### config.mk
export PLATFORM = sky130hd
export DESIGN_NAME = sfc_req_unit
export DESIGN_NICKNAME = d
export VERILOG_FILES = /design/src/rtl/sfc_req_pkg.sv /design/src/rtl/sfc_flag_bank.sv /design/src/rtl/sfc_req_regs.sv /design/src/rtl/sfc_irq_merge.sv /design/src/rtl/sfc_dma_pulse.sv /design/src/rtl/sfc_req_unit.sv
export SDC_FILE = /design/constraint.sdc
export NUM_CORES = 1
export LEC_CHECK = 0
export BUFFER_PORTS_ARGS = -buffer_cell sky130_fd_sc_hd__buf_2
export CAP_MARGIN = 20
export CELL_PAD_IN_SITES_DETAIL_PLACEMENT = 1
export CELL_PAD_IN_SITES_GLOBAL_PLACEMENT = 1
export CORE_MARGIN = 10
export CORE_UTILIZATION = 37
export CTS_CLUSTER_SIZE = 24
export DETAILED_ROUTE_END_ITERATION = 6
export MAX_ROUTING_LAYER = met4
export PLACE_DENSITY_LB_ADDON = 0.1
export REMOVE_ABC_BUFFERS = 1
export SYNTH_ARGS = -nofsm -noshare
export SYNTH_HDL_FRONTEND = slang
export SYNTH_SLANG_ARGS = --single-unit
### constraint.sdc
create_clock -name clk_i -period 2 [get_ports clk_i]
set_input_delay 0.6 -clock clk_i [delete_from_list [all_inputs] [get_ports clk_i]]
set_output_delay 0.6 -clock clk_i [all_outputs]
set_load 0.03 [all_outputs]
### src/rtl/sfc_req_pkg.sv
package sfc_req_pkg;
  localparam int unsigned NUM_EVT  = 13;
  localparam int unsigned NUM_FLAG = NUM_EVT + 1;
  localparam int unsigned DATA_W   = NUM_FLAG + 1;
  localparam int unsigned ADDR_W   = 2;
  localparam int unsigned NUM_IRQ  = 5;

  // flag positions
  localparam int unsigned F_TX_FILL  = 0;
  localparam int unsigned F_DONE     = 12;
  localparam int unsigned F_RX_DRAIN = 13;
  localparam int unsigned EN_DMA     = 14;

  typedef enum int unsigned {
    IRQ_TX_FILL  = 0,
    IRQ_RX_DRAIN = 1,
    IRQ_FAULT    = 2,
    IRQ_ERR      = 3,
    IRQ_DONE     = 4
  } irq_line_e;

  // group masks, group 0 in the low bits
  localparam logic [NUM_FLAG*NUM_IRQ-1:0] GROUP_MASKS = {
    14'h1000,  // done
    14'h0FF0,  // command/access errors
    14'h000E,  // overflow/underrun
    14'h2000,  // rx drain
    14'h0001   // tx fill
  };
endpackage

### src/rtl/sfc_flag_bank.sv
module sfc_flag_bank #(
  parameter int unsigned N_EVT = 13,
  localparam int unsigned N_FLAG = N_EVT + 1
) (
  input  logic              clk_i,
  input  logic              rst_ni,
  input  logic [N_EVT-1:0]  set_i,
  input  logic [N_EVT-1:0]  clr_i,
  input  logic              lvl_i,
  output logic [N_FLAG-1:0] flags_o
);
  logic [N_EVT-1:0] sticky_q;
  logic             lvl_q;

  // set has priority over clear
  always_ff @(posedge clk_i or negedge rst_ni) begin
    if (!rst_ni) sticky_q <= '0;
    else         sticky_q <= set_i | (sticky_q & ~clr_i);
  end

  always_ff @(posedge clk_i or negedge rst_ni) begin
    if (!rst_ni) lvl_q <= 1'b0;
    else         lvl_q <= lvl_i;
  end

  assign flags_o = {lvl_q, sticky_q};
endmodule

### src/rtl/sfc_req_regs.sv
module sfc_req_regs #(
  parameter int unsigned N_EVT  = 13,
  parameter int unsigned ADDR_W = 2,
  localparam int unsigned N_FLAG = N_EVT + 1,
  localparam int unsigned DATA_W = N_FLAG + 1
) (
  input  logic              clk_i,
  input  logic              rst_ni,
  input  logic              we_i,
  input  logic [ADDR_W-1:0] waddr_i,
  input  logic [DATA_W-1:0] wdata_i,
  input  logic [ADDR_W-1:0] raddr_i,
  input  logic [N_FLAG-1:0] flags_i,
  output logic [DATA_W-1:0] en_o,
  output logic [N_EVT-1:0]  clr_o,
  output logic [DATA_W-1:0] rdata_o
);
  localparam logic [ADDR_W-1:0] ADDR_FLAG = ADDR_W'(0);
  localparam logic [ADDR_W-1:0] ADDR_EN   = ADDR_W'(1);

  logic [DATA_W-1:0] en_q;
  logic              wr_flag, wr_en;

  assign wr_flag = we_i && (waddr_i == ADDR_FLAG);
  assign wr_en   = we_i && (waddr_i == ADDR_EN);

  always_ff @(posedge clk_i or negedge rst_ni) begin
    if (!rst_ni)    en_q <= '0;
    else if (wr_en) en_q <= wdata_i;
  end

  assign clr_o = wr_flag ? wdata_i[N_EVT-1:0] : '0;
  assign en_o  = en_q;

  always_comb begin
    case (raddr_i)
      ADDR_FLAG: rdata_o = DATA_W'(flags_i);
      ADDR_EN:   rdata_o = en_q;
      default:   rdata_o = '0;
    endcase
  end
endmodule

### src/rtl/sfc_irq_merge.sv
module sfc_irq_merge #(
  parameter int unsigned N = 14,
  parameter int unsigned G = 5,
  parameter logic [N*G-1:0] MASKS = '0
) (
  input  logic         clk_i,
  input  logic         rst_ni,
  input  logic [N-1:0] flags_i,
  input  logic [N-1:0] en_i,
  output logic [G-1:0] irq_o
);
  logic [N-1:0] live;
  assign live = flags_i & en_i;

  for (genvar g = 0; g < G; g++) begin : g_line
    logic line_q;
    always_ff @(posedge clk_i or negedge rst_ni) begin
      if (!rst_ni) line_q <= 1'b0;
      else         line_q <= |(live & MASKS[g*N +: N]);
    end
    assign irq_o[g] = line_q;
  end
endmodule

### src/rtl/sfc_dma_pulse.sv
module sfc_dma_pulse (
  input  logic clk_i,
  input  logic rst_ni,
  input  logic wr_i,
  input  logic en_i,
  output logic req_o
);
  logic req_q;
  // one pulse per buffer write, independent of flag level
  always_ff @(posedge clk_i or negedge rst_ni) begin
    if (!rst_ni) req_q <= 1'b0;
    else         req_q <= wr_i & en_i;
  end
  assign req_o = req_q;
endmodule

### src/rtl/sfc_req_unit.sv
module sfc_req_unit
  import sfc_req_pkg::*;
#(
  parameter int unsigned N_EVT = NUM_EVT,
  localparam int unsigned N_FLAG = N_EVT + 1,
  localparam int unsigned DW     = N_FLAG + 1
) (
  input  logic              clk_i,
  input  logic              rst_ni,
  input  logic [N_EVT-1:0]  evt_i,
  input  logic              rx_wm_i,
  input  logic              rx_wr_i,
  input  logic              reg_we_i,
  input  logic [ADDR_W-1:0] reg_waddr_i,
  input  logic [DW-1:0]     reg_wdata_i,
  input  logic [ADDR_W-1:0] reg_raddr_i,
  output logic [DW-1:0]     reg_rdata_o,
  output logic              irq_tx_fill_o,
  output logic              irq_rx_drain_o,
  output logic              irq_fault_o,
  output logic              irq_err_o,
  output logic              irq_done_o,
  output logic              dma_req_o
);
  logic [N_FLAG-1:0]  flags_w;
  logic [DW-1:0]      en_w;
  logic [N_EVT-1:0]   clr_w;
  logic [NUM_IRQ-1:0] irq_w;

  sfc_flag_bank #(.N_EVT(N_EVT)) u_flags (
    .clk_i   (clk_i),
    .rst_ni  (rst_ni),
    .set_i   (evt_i),
    .clr_i   (clr_w),
    .lvl_i   (rx_wm_i),
    .flags_o (flags_w)
  );

  sfc_req_regs #(.N_EVT(N_EVT), .ADDR_W(ADDR_W)) u_regs (
    .clk_i   (clk_i),
    .rst_ni  (rst_ni),
    .we_i    (reg_we_i),
    .waddr_i (reg_waddr_i),
    .wdata_i (reg_wdata_i),
    .raddr_i (reg_raddr_i),
    .flags_i (flags_w),
    .en_o    (en_w),
    .clr_o   (clr_w),
    .rdata_o (reg_rdata_o)
  );

  sfc_irq_merge #(.N(N_FLAG), .G(NUM_IRQ), .MASKS(GROUP_MASKS)) u_irq (
    .clk_i   (clk_i),
    .rst_ni  (rst_ni),
    .flags_i (flags_w),
    .en_i    (en_w[N_FLAG-1:0]),
    .irq_o   (irq_w)
  );

  sfc_dma_pulse u_dma (
    .clk_i  (clk_i),
    .rst_ni (rst_ni),
    .wr_i   (rx_wr_i),
    .en_i   (en_w[DW-1]),
    .req_o  (dma_req_o)
  );

  assign irq_tx_fill_o  = irq_w[IRQ_TX_FILL];
  assign irq_rx_drain_o = irq_w[IRQ_RX_DRAIN];
  assign irq_fault_o    = irq_w[IRQ_FAULT];
  assign irq_err_o      = irq_w[IRQ_ERR];
  assign irq_done_o     = irq_w[IRQ_DONE];
endmodule

==> run metrics, run 1 <==
setup slack, reg-to-reg between 1 and 1.5 ns; Worst Setup Path Type in2out; total negative slack 0 ns; RSZ-0062 raised after global routing no; num ports between 50 and 60; Die X around 86 um; Max IR drop VDD approximately 0.0004 V; Final min period between 1.5 and 2 ns; number of max-cap violations 0; Synth Area per Inst around 12 um^2; Wirelength per Cell 17.5 um; Slew Limit Headroom 46.8%; Root Buffer clkbuf_8; Antenna Cells 0; Hold Path Class in2async; main combinational cell family by area after synthesis multiplexers; Layout Nets around 240; final setup margin around 0.072 ns; worst path required time about 1.4 ns; Setup WS pre-CTS about 0.066 ns; final max-slew violation count 0; Placer Congestion around 0.79; Core Util, Final about 50%; clock-pin slew on the worst setup and hold paths about 0.070 ns; Worst Setup End Kind output pin; most common cell after layout, fill and taps aside buf_2; vias in the first global route about 1.5k; #FFs+latches synth 35; Final Hold Fails 0; GRT overflow 0; Sink Count 35; largest net degree at the start of global routing 36; compound-cell area share of the yosys netlist under 10%; Worst-Skew Late Latency 0.27 ns; worst slew pin tran approximately 0.80 ns; register area share after synthesis between 50% and 60%; post-synthesis mux area share between 20% and 30%; cell area after synthesis between 0.0015 and 0.002 mm^2; routed wire length 4360 um; Avg Vias per Cell about 5.0; synthesized instance count approximately 140; CTS tree done; Tot GR Track Use 12.4%; Detailed Place HPWL roughly 3400 um; endpoints failing setup 0; Hold-fix buffers, CTS 0; CTS HTree Levels 2; status finished, final reports clean; Core Footprint between 0.004 and 0.005 mm^2; critical path's top delay family buffers and inverters; DRT antenna net count 0; Setup Fix Bufs, Post-CTS 0; cts repair resizes 0; simple-gate portion of the synthesized area between 10% and 20%; share of layout cells above drive strength 1 42.2%; Synth Area in Adders 0%; Netlist cell types 18; Crit path buffers/inverters 3; Cell Count, Final, Fillers Out about 250; Die Y around 86 um; critical path peak fanout 8; Initial DRC Count 61; TritonRoute pass-1 iters 4; Synth Warn # 0; total power draw 1.75 mW; xor/xnor share of the synthesized area 0%; Startpoint Class input port; Final Skew between 0.001 and 0.0015 ns; CTS Buf Count 5; initial antenna violation count 0; Synth-to-Final Area Change 27.9%; CP cell instances buf_2 > buf_12 > mux2i_1 > nor2_1 > buf_2; fillers roughly 470; Worst EP arrival approximately 1.3 ns; DIE AREA 0.00736 mm^2; clk buf depth 2; Worst path slowest cell mux2i_1; Fmax 519 MHz; final worst path period share 96.4%; Rows 23; effective utilization at floorplan between 30% and 40%; PD cells between 800 and 900 mW/mm^2; most frequent cells in the layout 57 x buf_2, 35 x dfrtp_1, 27 x nor2_1; port bufs 57; first-pass GRT wire length 7180 um; leak pwr 1.05 nW; placed cells approximately 240; Most common cell on crit path buf_2; routed vias approximately 1.2k; Crit path largest cell delay 0.20 ns; DRC Markers 0
[metal layers]
layer,routed length (um),share of wire [%],vias to the layer above,global-route usage (%)
met3,192,4.4,2,3.60
met4,18,0.41,0,3.29
met5,0,0,-,-
met1,1850,42,623,13.4
li1,-,-,589,-
met2,2310,53,34,21.7
[where the power goes]
part / switching (mW) / total [mW] / internal, mW / leakage [nW]
logic: 0.227 / 0.414 / 0.187 / 0.633
clock network: 0.236 / 0.481 / 0.244 / 0.0422
registers: 0.0592 / 0.852 / 0.793 / 0.377
[logic make-up (layout without fill, tap and decap cells)]
logic type / Yosys count / count (layout)
multiplexers: 29 / 29
AND/OR/NAND/NOR: 35 / 35
buffers and inverters: 19 / 82
flip-flops: 35 / 35
AO/OA/AOI/OAI: 18 / 18
[per-stage QoR]
step | area (um^2) | hold slack [ns]
CTS | 2050 | 0.420
detailed placement | 1970 | 0.481
floorplan | 1570 | 0.304
finish | 2050 | 0.409
global route | 2050 | 0.419
global placement | 1970 | 0.475
[synth_stat cells, drive strengths merged]
cell type	instances	area, um^2
nand4	1	6.26
mux2i	14	140
dfrtp	35	876
and3b	1	8.76
nor2	27	101
a222oi	1	10.0
mux2	15	206
and2	4	25.0
inv	14	52.6
buf	4	28.8
clkbuf	1	3.75
a31oi	13	81.3
a22oi	4	30.0
nand3b	1	20.0
nor3b	1	12.5
[flip-flops by register name, indices dropped and copies added (netlist names)]
register             count
u_regs.en_o             15
u_irq.g_line.line_q      5
u_flags.sticky_q        13
u_dma.req_o              1
u_flags.lvl_q            1
[cell type report]
type	instances	area, um^2	area share, %
Tap cell	50	62.6	3.05
Clock buffer	7	76.3	3.72
Clock inverter	1	5.00	0.244
Inverter	14	52.6	2.56
Sequential cell	35	876	42.7
Timing Repair Buffer	60	333	16.2
Multi-Input combinational cell	82	646	31.5
[final timing paths]
check / start / to / depth (start not counted)
min in group clk_i: rx_wm_i / u_flags.lvl_q$_DFF_PN0_ / 1
worst max register to register: u_flags.sticky_q[3]$_DFF_PN0_ / u_irq.g_line[2].line_q$_DFF_PN0_ / 2
max in group asynchronous: rst_ni / u_regs.en_o[11]$_DFFE_PN0P_ / 1
worst max-delay path: reg_raddr_i[0] / reg_rdata_o[2] / 5
worst min register to register: u_regs.en_o[0]$_DFFE_PN0P_ / u_irq.g_line[0].line_q$_DFF_PN0_ / 1
worst min-delay path: rst_ni / u_flags.lvl_q$_DFF_PN0_ / 1
Power figures use the tool's default switching activity.
==> run 2, diff against run 1 <==
--- a/config.mk
+++ b/config.mk
@@ -10,7 +10,7 @@
 export CELL_PAD_IN_SITES_DETAIL_PLACEMENT = 1
 export CELL_PAD_IN_SITES_GLOBAL_PLACEMENT = 1
 export CORE_MARGIN = 10
-export CORE_UTILIZATION = 37
+export CORE_UTILIZATION = 38
 export CTS_CLUSTER_SIZE = 24
 export DETAILED_ROUTE_END_ITERATION = 6
 export MAX_ROUTING_LAYER = met4
@@ -18,4 +18,5 @@
 export REMOVE_ABC_BUFFERS = 1
 export SYNTH_ARGS = -nofsm -noshare
 export SYNTH_HDL_FRONTEND = slang
+export SYNTH_HIERARCHICAL = 1
 export SYNTH_SLANG_ARGS = --single-unit
==> constraint.sdc (replaced) <==
create_clock -name clk_i -period 1.8 [get_ports clk_i]
set_input_delay 0.54 -clock clk_i [delete_from_list [all_inputs] [get_ports clk_i]]
set_output_delay 0.54 -clock clk_i [all_outputs]
set_load 0.03 [all_outputs]
==> run 2 against run 1 <==
Effect of this change: via count decreased by 2.4%; power increased by 10%; synthesized cell count increased by 5.1%; clock-buffer cell count decreased by 1; core utilization decreased by 1.1 points; flip-flop and latch count unchanged; critical path type unchanged; largest cell class unchanged; largest power group unchanged.
==> run metrics, run 2 <==
GRT overflow 0 (unchanged); Top FF cell, synth dfrtp_1 (unchanged); critical path peak fanout 7 (was 8); RSZ-0062 raised after global routing yes (was no); Core Footprint 0.00432 mm^2 (was 0.00409 mm^2); Root Buffer clkbuf_8 (unchanged); Antenna Cells 0 (unchanged); routed wl met3 224 um (was 192 um); Post-synth EDFFs 0 (unchanged); TritonRoute pass-1 iters 4 (unchanged); cell area after synthesis 0.00169 mm^2 (was 0.00160 mm^2); DR top layer met4 (unchanged); cell taking the most area after synthesis dfrtp_1 (unchanged); CTS Buf Count 5 (unchanged); port bufs 57 (unchanged); Setup WS pre-CTS -0.00959 ns (was 0.0659 ns); register area share after synthesis 51.7% (was 54.6%); DIE AREA 0.00753 mm^2 (was 0.00736 mm^2); num ports 58 (unchanged); M1 wire length 1660 um (was 1850 um); Area after DPL 0.00203 mm^2 (was 0.00197 mm^2); fillers 504 (was 466); Synth top cells by count 35 x dfrtp_1, 17 x and2_1, 15 x nor2_1 (was 35 x dfrtp_1, 27 x nor2_1, 14 x inv_1, 14 x mux2i_1, 13 x a31oi_1); count leader, synth dfrtp_1 (unchanged); most common cell after layout, fill and taps aside buf_2 (unchanged); clk buf depth 2 (unchanged); Sink Count 35 (unchanged); #FFs+latches synth 35 (unchanged); RR Startpoint u_flags/sticky_q[1]$_DFF_PN0_ (was u_flags.sticky_q[3]$_DFF_PN0_); Clock Power Share 27.0% (was 27.5%); power share of the combinational group 24.0% (was 23.7%); Final Hold Fails 0 (unchanged); worst path required time 1.26 ns (was 1.40 ns); Crit. Startpoint reg_raddr_i[0] (unchanged); post-synth top area share 51.7% (was 54.6%); Avg Vias per Cell 4.83 (was 5.01); sequential share of power 49.0% (was 48.8%); Worst-Skew Late Latency 0.28 ns (was 0.27 ns); first-pass GRT wire length 7070 um (was 7180 um); Layout Nets 238 (was 235); Hold Path Class in2async (unchanged); Worst EP arrival 1.22 ns (was 1.33 ns); initial antenna violation count 0 (unchanged); status finished, final reports clean (unchanged); vias in the first global route 1435 (was 1471); final worst path period share 98.0%; Core Util, Final 49.1% (was 50.2%); Netlist cell types 18 (unchanged); Initial DRC Count 38 (was 61); CTS HTree Levels 2 (unchanged); Die X 86.8 um (was 85.8 um); Placer Congestion 0.730 (was 0.786); FF+latch area 876 um^2 (unchanged); Internal 1.36 mW (was 1.22 mW); Tot GR Track Use 12.3% (was 12.4%); Worst Setup End Kind output pin (unchanged); Wirelength per Cell 17.0 um (was 17.5 um); DRC Markers 0 (unchanged); Sw Pwr 0.573 mW (was 0.523 mW); number of max-cap violations 0 (unchanged); final max-slew violation count 0 (unchanged); Worst Setup Path Type in2out (unchanged); async set-reset flop share out of synthesis 100% (unchanged); clock-pin slew on the worst setup and hold paths 0.07 ns (about the same); DRT antenna net count 0 (unchanged); Fmax around 570 MHz; Multi-input gate area 693 um^2 (was 646 um^2); Detailed Place HPWL 3360 um (was 3410 um); Design Area, Final 0.00212 mm^2 (was 0.00205 mm^2); leak pwr 1.04 nW (was 1.05 nW); largest net degree at the start of global routing 23 (was 36); Synth Area per Inst 11.8 um^2 (about the same); synthesized instance count 143 (was 136); endpoints failing setup 0 (unchanged); routed wire length 4280 um (was 4360 um); Synth-to-Final Area Change 25.3% (was 27.9%); CTS tree done (unchanged); effective utilization at floorplan 39.2% (about the same); most frequent cells in the layout 54 x buf_2, 35 x dfrtp_1, 17 x and2_1 (was 57 x buf_2, 35 x dfrtp_1, 27 x nor2_1); Final Skew 0.00318 ns (was 0.00128 ns); WL met2 2320 um (was 2310 um); Startpoint Class input port (unchanged); Rows 24 (was 23); PD cells 909 mW/mm^2 (was 852 mW/mm^2); Synth Warn # 6 (was 0); max reg flops 15 (unchanged); switch share 29.7% (was 29.9%); Max IR drop VDD 0.000430 V (was 0.000397 V); final setup margin 0.0351 ns (was 0.0724 ns); worst slew pin tran 0.483 ns (was 0.799 ns); routed vias 1218 (was 1248); share of layout cells above drive strength 1 42.5% (was 42.2%); Final min period between 1.5 and 2 ns; top post-synthesis cells by area dfrtp_1 52%, mux2_4 8.9%, mux2i_1 8.3% (was dfrtp_1 55%, mux2_4 9.4%, mux2i_1 8.7%); Slew Limit Headroom 67.8% (was 46.8%); Die Y 86.8 um (was 85.8 um)
## run 2: area by class of cell
type,count,area share (%)
multi-input cells,83,32.7
repair buffers,62,17.1
clock buffers,6,3.42
flip-flops and latches,35,41.3
inverters,14,2.48
well taps,52,3.07
## run 2: power by group through the flow
stage | clock network, mW | registers, mW | logic [mW]
4_1_cts | 0.543 | 0.946 | 0.471
6_report | 0.522 | 0.945 | 0.463
3_3_place_gp | 0 | 0.955 | 0.455
5_1_grt | 0.573 | 0.958 | 0.506
2_1_floorplan | 0 | 0.981 | 0.255
3_5_place_dp | 0 | 0.960 | 0.467
## run 2: path summary, 6_finish.rpt
| path | to | slack (ns) | cells past startpoint |
|---|---|---|---|
| min in group clk_i | u_flags/lvl_q$_DFF_PN0_ | 0.36 | 1 |
| max in group asynchronous | u_flags/sticky_q[0]$_DFF_PN0_ | 1.07 | 2 |
| worst min register to register | u_irq/g_line[1].line_q$_DFF_PN0_ | 0.49 | 1 |
| worst max-delay path | reg_rdata_o[7] | 0.04 | 5 |
| worst max register to register | u_irq/g_line[2].line_q$_DFF_PN0_ | 0.87 | 2 |
| worst min-delay path | u_regs/en_o[14]$_DFFE_PN0P_ | 0.21 | 1 |
## run 2: stage by stage
| step | setup TNS [ns] | std cells | total power [mW] | hold WS, ns |
|---|---|---|---|---|
| 5_1_grt | -0.0115 | 252 | 2.04 | 0.240 |
| 3_3_place_gp | -0.00912 | 246 | 1.41 | 0.469 |
| 2_1_floorplan | 0 | 132 | 1.24 | 0.244 |
| 4_1_cts | 0 | 252 | 1.96 | 0.219 |
| 3_5_place_dp | -0.0340 | 246 | 1.43 | 0.477 |
| 6_report | 0 | 252 | 1.93 | 0.208 |
## run 2: repair_timing
action	in CTS	in global routing
hold endpoints to repair	0	0
pin swaps	0	1
resized for setup	2	5
buffers inserted	0	0
hold buffers	0	0
setup endpoints to repair	8	7
## run 2: routing by layer
layer  vias to the layer above  global-route usage (%)
li1                        580                       -
met1                       594                    12.1
met2                        36                    21.2
met3                         8                    4.69
met4                         0                    5.45
met5                         -                       -
## run 2: critical path: stages
cell and delay, ns:
buf_8 0.10, buf_12 0.13, mux2i_2 0.14, nor2_1 0.13, buf_4 0.18
## run 2: logic make-up (layout without fill, tap and decap cells)
group	Yosys count	after routing	synth area share (%)
compound gates	18	18	8.12
flops	35	35	51.7
buf+inv	25	82	7.61
mux	29	29	20.5
simple gates	36	36	12.1
==> run 3, diff against run 2 <==
--- a/config.mk
+++ b/config.mk
@@ -5,14 +5,16 @@
 export SDC_FILE = /design/constraint.sdc
 export NUM_CORES = 1
 export LEC_CHECK = 0
+export ABC_AREA = 1
 export BUFFER_PORTS_ARGS = -buffer_cell sky130_fd_sc_hd__buf_2
 export CAP_MARGIN = 20
 export CELL_PAD_IN_SITES_DETAIL_PLACEMENT = 1
 export CELL_PAD_IN_SITES_GLOBAL_PLACEMENT = 1
 export CORE_MARGIN = 10
-export CORE_UTILIZATION = 38
+export CORE_UTILIZATION = 36
 export CTS_CLUSTER_SIZE = 24
 export DETAILED_ROUTE_END_ITERATION = 6
+export GPL_ROUTABILITY_DRIVEN = 1
 export MAX_ROUTING_LAYER = met4
 export PLACE_DENSITY_LB_ADDON = 0.1
 export REMOVE_ABC_BUFFERS = 1
==> run 3 against run 2 <==
Effect of this change: final area increased by 11%; power increased by 5.3%; sequential share of layout area decreased by 4.2 points; critical path depth increased by 1; cell count increased by 51%; worst setup slack improved by 0.026 ns; via count increased by 40%; area after synthesis increased by 10%; die area increased by 13%; critical path type unchanged; largest cell class unchanged; largest power group unchanged.
==> run metrics, run 3 <==
status finished, final reports clean (unchanged); CTS HTree Levels 2 (unchanged); Setup Fix Bufs, Post-CTS 0 (unchanged); cell taking the most area after synthesis dfrtp_1 (unchanged); DRC Markers 0 (unchanged); Die Y 92.1 um (was 86.8 um); Worst-Skew Late Latency 0.29 ns (was 0.28 ns); Netlist cell types 15 (was 18); Die X 92.1 um (was 86.8 um); Synth-to-Final Area Change 26.1% (was 25.3%); async set-reset flop share out of synthesis 100% (unchanged); routed wire length 5200 um (was 4280 um); Detailed Place HPWL 4020 um (was 3360 um); Max IR drop VDD 0.000286 V (was 0.000430 V); RR Endpoint u_irq/g_line[3].line_q$_DFF_PN0_ (was u_irq/g_line[2].line_q$_DFF_PN0_); most frequent cells in the layout 104 x nand2_1, 43 x buf_2, 43 x inv_1 (was 54 x buf_2, 35 x dfrtp_1, 17 x and2_1); most common cell after layout, fill and taps aside nand2_1 (was buf_2); Tot GR Track Use 13.6% (was 12.3%); worst path required time 1.26 ns (about the same); hold slack 0.280 ns (was 0.208 ns); RR Startpoint u_flags/sticky_q[5]$_DFF_PN0_ (was u_flags/sticky_q[1]$_DFF_PN0_); top post-synthesis cells by area dfrtp_1 47%, nand2_1 21%, inv_1 8.8% (was dfrtp_1 52%, mux2_4 8.9%, mux2i_1 8.3%); Core Footprint 0.00507 mm^2 (was 0.00432 mm^2); Crit path largest cell delay 0.18 ns (about the same); #FFs+latches synth 35 (unchanged); Root Buffer clkbuf_8 (unchanged); Synth Warn # 6 (unchanged); clk buf depth 2 (unchanged); Startpoint Class input port (unchanged); Design Area, Final 0.00236 mm^2 (was 0.00212 mm^2); CTS Buf Count 5 (unchanged); Antenna Cells 0 (unchanged); final setup margin 0.0608 ns (was 0.0351 ns); sequential share of power 45.4% (was 49.0%); Top FF cell, synth dfrtp_1 (unchanged); max reg flops 15 (unchanged); DIE AREA 0.00848 mm^2 (was 0.00753 mm^2); final worst path period share 96.6% (was 98.0%); Final Hold Fails 0 (unchanged); share of layout cells above drive strength 1 29.6% (was 42.5%); effective utilization at floorplan 36.9% (was 39.2%); Core Util, Final 46.5% (was 49.1%); critical path peak fanout 6 (was 7); Rows 26 (was 24); critical path's top delay family buffers and inverters (unchanged); Most common cell on crit path nand2_1; clock-pin slew on the worst setup and hold paths 0.07 ns (about the same); Synth Area per Inst 7.49 um^2 (was 11.8 um^2); total negative slack 0 ns (unchanged); Setup WS pre-CTS 0.00898 ns (was -0.00959 ns); Cell Count, Final, Fillers Out 381 (was 252); number of max-cap violations 0 (unchanged); Worst Setup Path Type in2out (unchanged); synthesized instance count 250 (was 143); Sw Pwr 0.641 mW (was 0.573 mW); Wirelength per Cell 13.7 um (was 17.0 um); endpoints failing setup 0 (unchanged); routed vias 1703 (was 1218); worst-case reg-to-reg path depth 4 (was 2); count leader, synth nand2_1 (was dfrtp_1); num ports 58 (unchanged); final max-slew violation count 0 (unchanged); leak pwr 1.38 nW (was 1.04 nW); post-synth top area share 46.8% (was 51.7%); Worst path slowest cell clkbuf_4 (was buf_4); Avg Vias per Cell 4.47 (was 4.83); first-pass GRT wire length 9110 um (was 7070 um); Initial DRC Count 58 (was 38); cell area after synthesis 0.00187 mm^2 (was 0.00169 mm^2); Internal 1.39 mW (was 1.36 mW); power share of the combinational group 23.2% (was 24.0%); register area share after synthesis 46.8% (was 51.7%); Final min period 1.74 ns (was 1.76 ns); switch share 31.6% (was 29.7%); CTS tree done (unchanged); setup slack, reg-to-reg 0.97 ns (was 0.87 ns); Area after DPL 0.00221 mm^2 (was 0.00203 mm^2); Fmax 575 MHz (was 567 MHz); placed cells 373 (was 246); largest net degree at the start of global routing 36 (was 23); PD cells 861 mW/mm^2 (was 909 mW/mm^2); Sink Count 35 (unchanged); Post-synth EDFFs 0 (unchanged); vias in the first global route 1849 (was 1435); port bufs 57 (unchanged); GRT overflow 0 (unchanged); Synth top cells by count 104 x nand2_1, 44 x inv_1, 35 x dfrtp_1 (was 35 x dfrtp_1, 17 x and2_1, 15 x nor2_1); Clock Power Share 31.3% (was 27.0%); Layout Nets 347 (was 238); DRT antenna net count 0 (unchanged); RSZ-0062 raised after global routing yes (unchanged); initial antenna violation count 0 (unchanged); Slew Limit Headroom 68.5% (was 67.8%); CP cell instances buf_2 > nor2_4 > buf_6 > nand2_1 > nand2_1 > clkbuf_4 (was buf_8 > buf_12 > mux2i_2 > nor2_1 > buf_4); Crit path buffers/inverters 3 (unchanged); Worst Setup End Kind output pin (unchanged); Final Skew 0.00338 ns (was 0.00318 ns); Hold Path Class in2async (unchanged); worst slew pin tran 0.473 ns (was 0.483 ns); Worst EP arrival 1.20 ns (was 1.22 ns); Placer Congestion 0.756 (was 0.730); TritonRoute pass-1 iters 4 (unchanged); total power draw 2.03 mW (was 1.93 mW)
==> run 3: how the worst max path moves through the flow <==
stage	slack (ns)	cells after the start	start	to
after floorplan	0.12	2	reg_raddr_i[1]	reg_rdata_o[14]
after global placement	0.009	6	reg_raddr_i[0]	reg_rdata_o[5]
after detailed placement	0.009	5	reg_raddr_i[1]	reg_rdata_o[14]
after CTS	0.009	5	reg_raddr_i[1]	reg_rdata_o[14]
after global routing	-0.003	6	reg_raddr_i[0]	reg_rdata_o[7]
final	0.06	6	reg_raddr_i[0]	reg_rdata_o[1]
==> run 3: cell type report <==
type                    count  area, um^2
well taps                  70        87.6
fillers                   692        2720
multi-input cells         154         698
repair buffers             69         429
inverters                  45         169
flip-flops and latches     35         876
clock buffers               8         100
==> run 3: power by group through the flow <==
stage,clock [mW],sequential [mW],combinational [mW]
finish,0.637,0.923,0.472
global route,0.692,0.937,0.535
CTS,0.662,0.924,0.460
detailed placement,0,0.938,0.457
global placement,0,0.937,0.448
floorplan,0,0.966,0.224
==> run 3: cells by family after synthesis <==
family | after synthesis | share of synthesized area [%]
DFF | 35 | 46.8
buffers and inverters | 61 | 15.9
and+or+nand+nor | 154 | 37.3
==> run 3: what timing repair did <==
| item | 4_1_cts | 5_1_grt |
|---|---|---|
| resized for setup | 0 | 31 |
| hold buffers | 0 | 0 |
| endpoints found under the setup margin | 0 | 15 |
==> run 3: layer usage <==
layer | up-vias | part of all wire (%) | routed length (um) | GRT usage [%]
li1 | 863 | - | - | -
met1 | 791 | 47 | 2470 | 16.6
met2 | 43 | 45 | 2370 | 21.1
met3 | 6 | 5.8 | 303 | 4.07
met4 | 0 | 1.2 | 63 | 4.24
met5 | - | 0 | 0 | -
